===== src/rtl/i2c_dma_pkg.sv =====
package i2c_dma_pkg;

    // command register bit positions
    localparam int CMD_START = 0;
    localparam int CMD_MTX   = 1;
    localparam int CMD_MRX   = 3;
    localparam int CMD_TXDMA = 9;
    localparam int CMD_RXDMA = 10;
    localparam int CMD_W     = 16;
    localparam int REG_W     = 32;

    // register offsets
    localparam logic [7:0] OFF_CMD  = 8'h14;
    localparam logic [7:0] OFF_ADDR = 8'h24;
    localparam logic [7:0] OFF_LEN  = 8'h28;

    typedef enum logic [2:0] {
        S_IDLE,
        S_FETCH,
        S_SEND,
        S_RECV,
        S_STORE,
        S_FINISH
    } dma_state_e;

endpackage


===== src/rtl/i2c_dma_regs.sv =====
module i2c_dma_regs
    import i2c_dma_pkg::*;
#(
    parameter int AW     = 32,
    parameter int LW     = 12,
    parameter bit DMA_EN = 1'b1
) (
    input  logic              clk,
    input  logic              rst_n,
    input  logic              reg_we,
    input  logic [7:0]        reg_addr,
    input  logic [REG_W-1:0]  reg_wdata,
    output logic [REG_W-1:0]  reg_rdata,
    input  logic              bus_busy,
    input  logic              busy,
    input  logic              step,
    input  logic              fin,
    input  logic              fin_keep_rx,
    input  logic              fin_err,
    output logic [AW-1:0]     addr_q,
    output logic [LW-1:0]     len_q,
    output logic              start_tx,
    output logic              start_rx,
    output logic              err_q,
    output logic              len_bad_q
);

    logic [CMD_W-1:0] cmd_q;
    logic wr_cmd, wr_addr, wr_len, cmd_ok, tx_go;

    assign wr_cmd  = reg_we && !busy && (reg_addr == OFF_CMD);
    assign wr_addr = reg_we && !busy && (reg_addr == OFF_ADDR);
    assign wr_len  = reg_we && !busy && (reg_addr == OFF_LEN);
    assign cmd_ok  = DMA_EN || !(reg_wdata[CMD_TXDMA] || reg_wdata[CMD_RXDMA]);
    assign tx_go   = reg_wdata[CMD_TXDMA] && (reg_wdata[CMD_START] || reg_wdata[CMD_MTX]);

    assign start_tx = wr_cmd && cmd_ok && tx_go;
    assign start_rx = wr_cmd && cmd_ok && !tx_go &&
                      reg_wdata[CMD_RXDMA] && reg_wdata[CMD_MRX];

    always_ff @(posedge clk or negedge rst_n) begin
        if (!rst_n) begin
            cmd_q <= '0;
        end else if (wr_cmd && cmd_ok) begin
            cmd_q <= reg_wdata[CMD_W-1:0];
        end else if (fin) begin
            cmd_q[CMD_START] <= 1'b0;
            cmd_q[CMD_MTX]   <= 1'b0;
            cmd_q[CMD_MRX]   <= 1'b0;
            cmd_q[CMD_TXDMA] <= 1'b0;
            if (!fin_keep_rx) cmd_q[CMD_RXDMA] <= 1'b0;
        end
    end

    always_ff @(posedge clk or negedge rst_n) begin
        if (!rst_n) begin
            err_q     <= 1'b0;
            len_bad_q <= 1'b0;
        end else begin
            if (start_tx || start_rx) err_q <= 1'b0;
            else if (fin && fin_err)  err_q <= 1'b1;
            if (DMA_EN && wr_len) len_bad_q <= (reg_wdata[LW-1:0] == '0);
        end
    end

    generate
        if (DMA_EN) begin : g_dma
            logic [AW-1:0] addr_r;
            logic [LW-1:0] len_r;
            always_ff @(posedge clk or negedge rst_n) begin
                if (!rst_n) begin
                    addr_r <= '0;
                    len_r  <= '0;
                end else begin
                    if (wr_addr)   addr_r <= {reg_wdata[AW-1:2], 2'b00};
                    else if (step) addr_r <= addr_r + 1'b1;
                    if (wr_len)    len_r  <= reg_wdata[LW-1:0];
                    else if (step) len_r  <= len_r - 1'b1;
                end
            end
            assign addr_q = addr_r;
            assign len_q  = len_r;
        end else begin : g_nodma
            logic unused_nodma;
            assign unused_nodma = ^{step, wr_addr};
            assign addr_q = '0;
            assign len_q  = '0;
        end
    endgenerate

    always_comb begin
        unique case (reg_addr)
            OFF_CMD:  reg_rdata = {{(REG_W-CMD_W-1){1'b0}}, bus_busy, cmd_q};
            OFF_ADDR: reg_rdata = DMA_EN ? REG_W'(addr_q) : '1;
            OFF_LEN:  reg_rdata = DMA_EN ? REG_W'(len_q)  : '1;
            default:  reg_rdata = '0;
        endcase
    end

endmodule


===== src/rtl/i2c_dma_seq.sv =====
module i2c_dma_seq
    import i2c_dma_pkg::*;
#(
    parameter int LW = 12
) (
    input  logic          clk,
    input  logic          rst_n,
    input  logic          start_tx,
    input  logic          start_rx,
    input  logic [LW-1:0] len_q,
    input  logic          mem_ack,
    input  logic          mem_err,
    input  logic [7:0]    mem_rdata,
    input  logic          bus_done,
    input  logic          bus_nack,
    input  logic [7:0]    bus_rx_byte,
    output logic          busy,
    output logic          step,
    output logic          fin,
    output logic          fin_keep_rx,
    output logic          fin_err,
    output logic          mem_req,
    output logic          mem_we,
    output logic [7:0]    mem_wdata,
    output logic          bus_send,
    output logic          bus_recv,
    output logic [7:0]    bus_tx_byte
);

    dma_state_e state, nxt;
    logic       nxt_err, nxt_keep;
    logic       err_r, keep_r;
    logic [7:0] byte_r;

    // next-state selection
    always_comb begin
        nxt      = state;
        nxt_err  = 1'b0;
        nxt_keep = 1'b0;
        unique case (state)
            S_IDLE: begin
                if (start_tx)      nxt = (len_q == '0) ? S_FINISH : S_FETCH;
                else if (start_rx) nxt = (len_q == '0) ? S_FINISH : S_RECV;
            end
            S_FETCH: begin
                if (mem_ack) begin
                    if (mem_err) begin
                        nxt     = S_FINISH;
                        nxt_err = 1'b1;
                    end else begin
                        nxt = S_SEND;
                    end
                end
            end
            S_SEND: begin
                if (bus_done) begin
                    if (bus_nack) begin
                        nxt     = S_FINISH;
                        nxt_err = 1'b1;
                    end else if (len_q == '0) begin
                        nxt = S_FINISH;
                    end else begin
                        nxt = S_FETCH;
                    end
                end
            end
            S_RECV: begin
                if (bus_done) nxt = S_STORE;
            end
            S_STORE: begin
                if (mem_ack) begin
                    if (mem_err) begin
                        nxt      = S_FINISH;
                        nxt_err  = 1'b1;
                        nxt_keep = 1'b1;
                    end else if (len_q == LW'(1)) begin
                        nxt = S_FINISH;
                    end else begin
                        nxt = S_RECV;
                    end
                end
            end
            S_FINISH: nxt = S_IDLE;
            default:  nxt = S_IDLE;
        endcase
    end

    // state register and byte staging
    always_ff @(posedge clk or negedge rst_n) begin
        if (!rst_n) begin
            state  <= S_IDLE;
            err_r  <= 1'b0;
            keep_r <= 1'b0;
            byte_r <= '0;
        end else begin
            state <= nxt;
            if (nxt == S_FINISH) begin
                err_r  <= nxt_err;
                keep_r <= nxt_keep;
            end
            if (state == S_FETCH && mem_ack)  byte_r <= mem_rdata;
            if (state == S_RECV  && bus_done) byte_r <= bus_rx_byte;
        end
    end

    // outputs
    always_comb begin
        mem_req     = (state == S_FETCH) || (state == S_STORE);
        mem_we      = (state == S_STORE);
        bus_send    = (state == S_SEND);
        bus_recv    = (state == S_RECV);
        step        = mem_req && mem_ack && !mem_err;
        fin         = (state == S_FINISH);
        fin_err     = err_r;
        fin_keep_rx = keep_r;
        busy        = (state != S_IDLE);
        mem_wdata   = byte_r;
        bus_tx_byte = byte_r;
    end

endmodule


===== src/rtl/i2c_dma_engine.sv =====
module i2c_dma_engine
    import i2c_dma_pkg::*;
#(
    parameter int AW     = 32,
    parameter int LW     = 12,
    parameter bit DMA_EN = 1'b1
) (
    input  logic          clk,
    input  logic          rst_n,
    input  logic          reg_we,
    input  logic [7:0]    reg_addr,
    input  logic [31:0]   reg_wdata,
    output logic [31:0]   reg_rdata,
    input  logic          bus_busy,
    output logic          mem_req,
    output logic          mem_we,
    output logic [AW-1:0] mem_addr,
    output logic [7:0]    mem_wdata,
    input  logic [7:0]    mem_rdata,
    input  logic          mem_ack,
    input  logic          mem_err,
    output logic          bus_send,
    output logic [7:0]    bus_tx_byte,
    output logic          bus_recv,
    input  logic [7:0]    bus_rx_byte,
    input  logic          bus_done,
    input  logic          bus_nack,
    output logic          done,
    output logic          err_status,
    output logic          len_zero_err
);

    logic          busy, step, fin, fin_keep_rx, fin_err, start_tx, start_rx;
    logic [LW-1:0] len_q;

    i2c_dma_regs #(.AW(AW), .LW(LW), .DMA_EN(DMA_EN)) u_regs (
        .clk         (clk),
        .rst_n       (rst_n),
        .reg_we      (reg_we),
        .reg_addr    (reg_addr),
        .reg_wdata   (reg_wdata),
        .reg_rdata   (reg_rdata),
        .bus_busy    (bus_busy),
        .busy        (busy),
        .step        (step),
        .fin         (fin),
        .fin_keep_rx (fin_keep_rx),
        .fin_err     (fin_err),
        .addr_q      (mem_addr),
        .len_q       (len_q),
        .start_tx    (start_tx),
        .start_rx    (start_rx),
        .err_q       (err_status),
        .len_bad_q   (len_zero_err)
    );

    i2c_dma_seq #(.LW(LW)) u_seq (
        .clk         (clk),
        .rst_n       (rst_n),
        .start_tx    (start_tx),
        .start_rx    (start_rx),
        .len_q       (len_q),
        .mem_ack     (mem_ack),
        .mem_err     (mem_err),
        .mem_rdata   (mem_rdata),
        .bus_done    (bus_done),
        .bus_nack    (bus_nack),
        .bus_rx_byte (bus_rx_byte),
        .busy        (busy),
        .step        (step),
        .fin         (fin),
        .fin_keep_rx (fin_keep_rx),
        .fin_err     (fin_err),
        .mem_req     (mem_req),
        .mem_we      (mem_we),
        .mem_wdata   (mem_wdata),
        .bus_send    (bus_send),
        .bus_recv    (bus_recv),
        .bus_tx_byte (bus_tx_byte)
    );

    assign done = fin;

endmodule


===== config.mk =====
export PLATFORM = sky130hd
export DESIGN_NAME = i2c_dma_engine
export DESIGN_NICKNAME = d
export VERILOG_FILES = /design/src/rtl/i2c_dma_pkg.sv /design/src/rtl/i2c_dma_regs.sv /design/src/rtl/i2c_dma_seq.sv /design/src/rtl/i2c_dma_engine.sv
export SDC_FILE = /design/constraint.sdc
export NUM_CORES = 1
export LEC_CHECK = 0
export CELL_PAD_IN_SITES_DETAIL_PLACEMENT = 1
export CELL_PAD_IN_SITES_GLOBAL_PLACEMENT = 2
export CORE_MARGIN = 5
export CORE_UTILIZATION = 37
export CTS_CLUSTER_DIAMETER = 150
export DETAILED_ROUTE_END_ITERATION = 8
export DONT_BUFFER_PORTS = 1
export PLACE_DENSITY = 0.81
export SETUP_SLACK_MARGIN = 0.15
export SLEW_MARGIN = 5
export SYNTH_ARGS = -nofsm -noshare
export SYNTH_HDL_FRONTEND = slang
export SYNTH_SLANG_ARGS = --single-unit

===== constraint.sdc =====
create_clock -name clk -period 2.7 [get_ports clk]
set_input_delay 0.54 -clock clk [delete_from_list [all_inputs] [get_ports clk]]
set_output_delay 0.54 -clock clk [all_outputs]
set_load 0.01 [all_outputs]

== Word-level counts from Yosys, hierarchy flattened ==
Cells that the tools add are included.

* Bits in registers: 75
* Latch bits: 0
* Memory bits (writable): 0
* ROM bits: 0
* Input port bits: 64
* Logic and storage cells: 90
* Memories: 0

* Add/sub/neg operators: 2
* Multiply operators: 0
* Div/mod/pow operators: 0
* Magnitude comparators: 0
* Equal/unequal tests: 11
* Shift operators: 0
* Multiplexer cells: 35
* Bitwise gates (word level): 0
* Reductions and logical operators: 31

{| class="wikitable"
|+ Operators by type and width
! kind !! count
|-
| case mux 32 bit (3 select lines) || 1
|-
| two-way mux 32 bit || 2
|-
| two-way mux 3 bit || 12
|-
| adder 32 x 1 -> 32 bit, second input constant || 1
|-
| logical NOT 12 bit || 2
|-
| two-way mux 12 bit || 2
|-
| == test 8 x 6 -> 1 bit, second input constant || 2
|-
| two-way mux 8 bit || 2
|-
| case mux 3 bit (5 select lines) || 1
|-
| logical AND 1 bit || 14
|-
| == test 12 x 1 -> 1 bit, second input constant || 1
|-
| subtractor 12 x 1 -> 12 bit, second input constant || 1
|-
| two-way mux 1 bit || 10
|-
| nonzero test 2 bit || 5
|-
| == test 3 bit, second input constant || 3
|-
| == test 8 x 5 -> 1 bit, second input constant || 1
|-
| two-way mux 2 bit || 4
|-
| == test 3 x 2 -> 1 bit, second input constant || 2
|-
| == test 3 x 1 -> 1 bit, second input constant || 1
|-
| logical NOT 1 bit || 3
|-
| logical NOT 3 bit || 1
|-
| logical OR 1 bit || 3
|-
| nonzero test 3 bit || 1
|-
| != test 2 bit, second input constant || 1
|-
| other kinds (3) || 3
|}

== Logic depth before layout (Yosys ltp) ==
* Depth after elaboration: 11
* Gate-level depth with buffers: 8
* Depth with buffers taken out: 6

== Cells and area by module ==
Synthesis repeated with hierarchy kept, for this count alone.

* Cell total of the unflattened synthesis: 511
* Area, all modules: 4,559.4 um^2

{| class="wikitable"
|+ By module, submodules not included
! module !! times used !! cells each !! area each (um^2) !! sequential area each (um^2)
|-
| i2c_dma_regs || 1 || 409 || 3,651.0 || 1,551.5
|-
| i2c_dma_seq || 1 || 102 || 908.4 || 325.3
|}

== Worst setup path before layout ==
No wires, ideal clock.

* Path type: input to output
* Start: in reg_addr[1]
* End: out reg_rdata[10]
* Arrival: 2.005 ns
* Slack: 0.155 ns
* Cell stages on the path: 7
* Cell sequence: nor4b_1 > clkbuf_1 > and2_0 > clkbuf_1 > clkbuf_1 > a222oi_1 > inv_1

* Word-level cells in the longest chain between the ends: 2

{| class="wikitable"
|+ Ends and longest elaborated chain
! element !! RTL line !! RTL
|-
| from (decl) || i2c_dma_engine.sv:11 || <nowiki>input logic [7:0] reg_addr,</nowiki>
|-
| == test 8 x 6 -> 1 bit / == test 8 x 5 -> 1 bit (equally long branches) || i2c_dma_regs.sv:92 || <nowiki>unique case (reg_addr)</nowiki>
|-
| case mux 32 bit (3 select lines) (*) || i2c_dma_regs.sv:92 ||
|-
| to (decl) || i2c_dma_engine.sv:13 || <nowiki>output logic [31:0] reg_rdata,</nowiki>
|}

Every way passes the cells marked *; elsewhere a longest branch is shown, timed or not.

== Worst setup path after layout ==
* Start: in reg_addr[4]
* End: out reg_rdata[9]

Same word-level chain as after synthesis.

==> results.py <==
metrics = {
    "clock_tree": {
        "cts_buffers": 9,
        "htree_num_levels": 3,
        "clk_pin_slew_worst_paths_ns": 0.06,
        "clk_path_buf_depth": 2,
        "cts_tree": "done",
        "cts-root-buf": "clkbuf_16",
        "clkLatencyLatePin_ns": 0.35,
        "clock-sinks": 75,
    },
    "sta": {
        "fin_crit_ns": 2.410,
        "hold_violations": 0,
        "slew-limit-headroom": 0.4364,
        "setup_viol": 0,
        "rsz0062_at_grt": "false",
        "timing.final.crit_share": 0.8927,
        "worst_slew_pin_slew_ns": 0.8423,
        "fmax_mhz": 414.9,
        "slew_viol_final": 0,
        "finClkSkew_ns": 0.007230,
        "tns_ns": 0,
    },
    "cells_and_area": {
        "drive_gt1_frac": 0.1228,
        "register_area_um2": 1877,
        "multi_input_area_um2": 2425,
        "nFillCells": 1420,
        "antenna_cells": 0,
        "syn2layout_area_growth_pct": 11.41,
        "final_net_count": 576,
    },
    "pwr": {
        "power.share.clock": 0.305,
        "leakage_uw": 0.002262,
        "p_per_area_nw_per_um2": 798.6,
        "peakVddDrop_uv": 259.3,
        "p_int_uw": 2556,
        "seqPwrFrac": 0.460,
        "switching_share": 0.3761,
        "power_frac_comb": 0.235,
        "p_sw_uw": 1541,
        "p_total_uw": 4098,
    },
    "route": {
        "first_iter_violations": 230,
        "viasPerCell": 6.164,
        "routed_wl_mm": 15.94,
        "vias": 4198,
        "first_pass_iters": 6,
        "highest_layer": "met4",
        "wirelength_met1_mm": 6.954,
        "drcViolationCount": 0,
        "wl_per_cell_um": 23.40,
        "wl_met2_mm": 7.548,
        "antenna_left": 0,
        "wl_met3_mm": 1.251,
    },
    "yosys": {
        "ys_types": 63,
        "synthFlopType": "dfrtp_1",
        "ys_ff_latch": 75,
        "async_reset_ff_frac": 1.000,
        "netlist_area_um2": 4606,
        "synthCells": 514,
        "post_synth.cell_area_avg_um2": 8.960,
        "syn-num-nets": 582,
        "synth_edf_count": 0,
        "ys_warn_count": 0,
        "seq_area_frac_synth": 0.4075,
    },
    "die": {
        "die_h_um": 121.6,
        "core_um2": 12110,
        "ios": 151,
        "fp-row-count": 40,
        "start_util": 0.3803,
        "dieArea_um2": 14780,
        "die_w_um": 121.6,
    },
    "run_status": {
        "run_status": "complete, no violations",
    },
    "grt": {
        "antenna_found_initial": 0,
        "grt_pass1_vias": 4443,
        "track_usage": 0.2190,
        "grt_pass1_wl_mm": 24.98,
        "grt_start_max_net_pins": 76,
        "grt_overflow": 0,
    },
    "worst_setup_path": {
        "critPathRequiredTime_ns": 2.16,
        "slowest_stage": "nor4b_2",
        "path_class": "in -> out",
        "cpPeakStageDelay_ns": 0.57,
        "cp-end-kind": "primary output",
        "worstPathCellList": "nor4b_2, and2_0, buf_4, a222oi_1, inv_1",
        "crit_arrival_ns": 1.87,
        "crit_path_start_kind": "input port",
        "crit_fanout": 17,
    },
    "min_path": {
        "hold_class": "in -> async",
    },
    "placement": {
        "gp_congestion": 0.8067,
        "io_buffers": 0,
        "dp_hpwl_mm": 11.71,
    },
    "flow_run": {
        "maxCapViolations": 0,
    },
}
## state kept, by name, summed over array words and instances, names as in the netlist
signal,cells
u_regs.len_q,12
u_regs.len_bad_q,1
u_regs.addr_q,32
u_seq.fin_err,1
u_regs.cmd_q,16
u_seq.fin_keep_rx,1
u_seq.bus_tx_byte,8
u_regs.err_q,1
u_seq.state,3
## routing by layer
| layer | track usage | vias up |
|---|---|---|
| met2 | 0.3565 | 139 |
| met4 | 0.05882 | 0 |
| met5 | 0 | - |
| met1 | 0.2822 | 2148 |
| li1 | - | 1900 |
| met3 | 0.06917 | 11 |
## per-stage QoR
step / instances / instance area [um2] / hold WS [ns] / worst slack [ns] / util
5_1_grt: 681 / 5131 / 0.09941 / 0.1829 / 0.4237
3_3_place_gp: 664 / 4796 / 0.2470 / 0.2972 / 0.3960
2_1_floorplan: 514 / 4606 / 0.2444 / 0.1548 / -
6_report: 681 / 5131 / 0.07563 / 0.2898 / 0.4237
4_1_cts: 681 / 5130 / 0.09902 / 0.2019 / 0.4236
3_5_place_dp: 664 / 4796 / 0.2468 / 0.1832 / 0.3960
## layout by cell type, fill, tap and decap left out, drive strengths merged, types with 6 or more instances in the layout
cell type and instances:
a21oi 12, a221o 7, a222oi 12, a22o 7
and2 11, and3 22, and4 8, buf 24
clkbuf 13, dfrtp 75, inv 30, mux2 12
mux2i 8, nand2 58, nand3 30, nand4 10
nor2 23, nor3 14, nor4 13, nor4b 6
o211ai 9, o21ai 34, o311ai 6, xnor2 7
xor2 6
## worst paths after layout
check	startpoint	endpoint	slack, ns	cells past startpoint
worst max-delay path	reg_addr[4]	reg_rdata[9]	0.29	5
worst min-delay path	rst_n	u_regs.addr_q[18]	0.08	1
worst max register to register	u_seq.state[0]	u_regs.addr_q[23]	0.37	5
worst min register to register	u_regs.cmd_q[15]	u_regs.cmd_q[15]	0.51	1
max in group asynchronous	rst_n	u_regs.addr_q[30]	2.27	1
min in group clk	reg_wdata[16]	u_regs.addr_q[16]	0.31	2
## synth_stat cells, types with 2 or more instances
master,instances,area share
a31oi_1,3,0.0041
nor4_1,13,0.018
buf_4,10,0.016
nand4_1,9,0.012
dfrtp_1,75,0.41
nand2_1,58,0.047
o21ai_0,34,0.037
a21oi_1,12,0.013
and4_1,8,0.015
xor2_1,6,0.011
o311ai_0,4,0.0076
nor2_1,23,0.019
or4_1,4,0.0065
mux2_2,12,0.029
xnor2_1,6,0.011
a222oi_1,12,0.026
and2_1,10,0.014
o221ai_1,2,0.0038
or3_1,2,0.0027
nor3_1,13,0.014
a221o_1,7,0.015
o211ai_1,9,0.015
a211o_1,5,0.0095
ha_1,4,0.011
o311ai_1,2,0.0038
nand3_1,30,0.033
nor3b_1,2,0.0033
buf_6,2,0.0049
inv_1,30,0.024
mux2i_1,8,0.017
buf_2,3,0.0033
a21o_1,4,0.0065
and3_1,22,0.030
a22o_1,7,0.013
a32oi_1,4,0.0076
clkbuf_1,25,0.020
nor4b_2,2,0.0065
nor2b_1,4,0.0054
nor4b_1,4,0.0076
## power groups by stage
stage          logic [uW]  registers, uW  clock network, uW
6_report              964           1880               1250
5_1_grt              1070           1940               1350
4_1_cts               972           1880               1290
3_5_place_dp          938           1900                  0
3_3_place_gp          885           1900                  0
2_1_floorplan         870           1680                  0
## area by class of cell
class | instances | share of cell area
Clock buffer | 13 | 0.05072
Clock inverter | 3 | 0.009022
Inverter | 30 | 0.02195
Multi-Input combinational cell | 368 | 0.4726
Sequential cell | 75 | 0.3658
Tap cell | 168 | 0.04097
Timing Repair Buffer | 24 | 0.03901
## cell families after synthesis
kind of cell               after synthesis  synth area share
and+or+nand+nor                        214            0.2535
AOI/OAI and AO/OA                      117            0.1850
DFF                                     75            0.4075
buffers and inverters                   71           0.07009
muxes                                   20           0.04673
xor gates and xnor gates                13           0.02635
adders and majority gates                4           0.01087
## repair_timing
item | 4_1_cts | 5_1_grt
setup endpoints to repair | 0 | 12
buffers inserted | 0 | 0
hold endpoints to repair | 75 | 0
hold buffers | 1 | 0
resized for setup | 0 | 1
## critical path: cells and delay by family
family                 cells  cell delay, ns
AOI/OAI and AO/OA          1            0.15
buffers and inverters      2            0.39
and+or+nand+nor            2            0.78
Power figures use the tool's default switching activity.
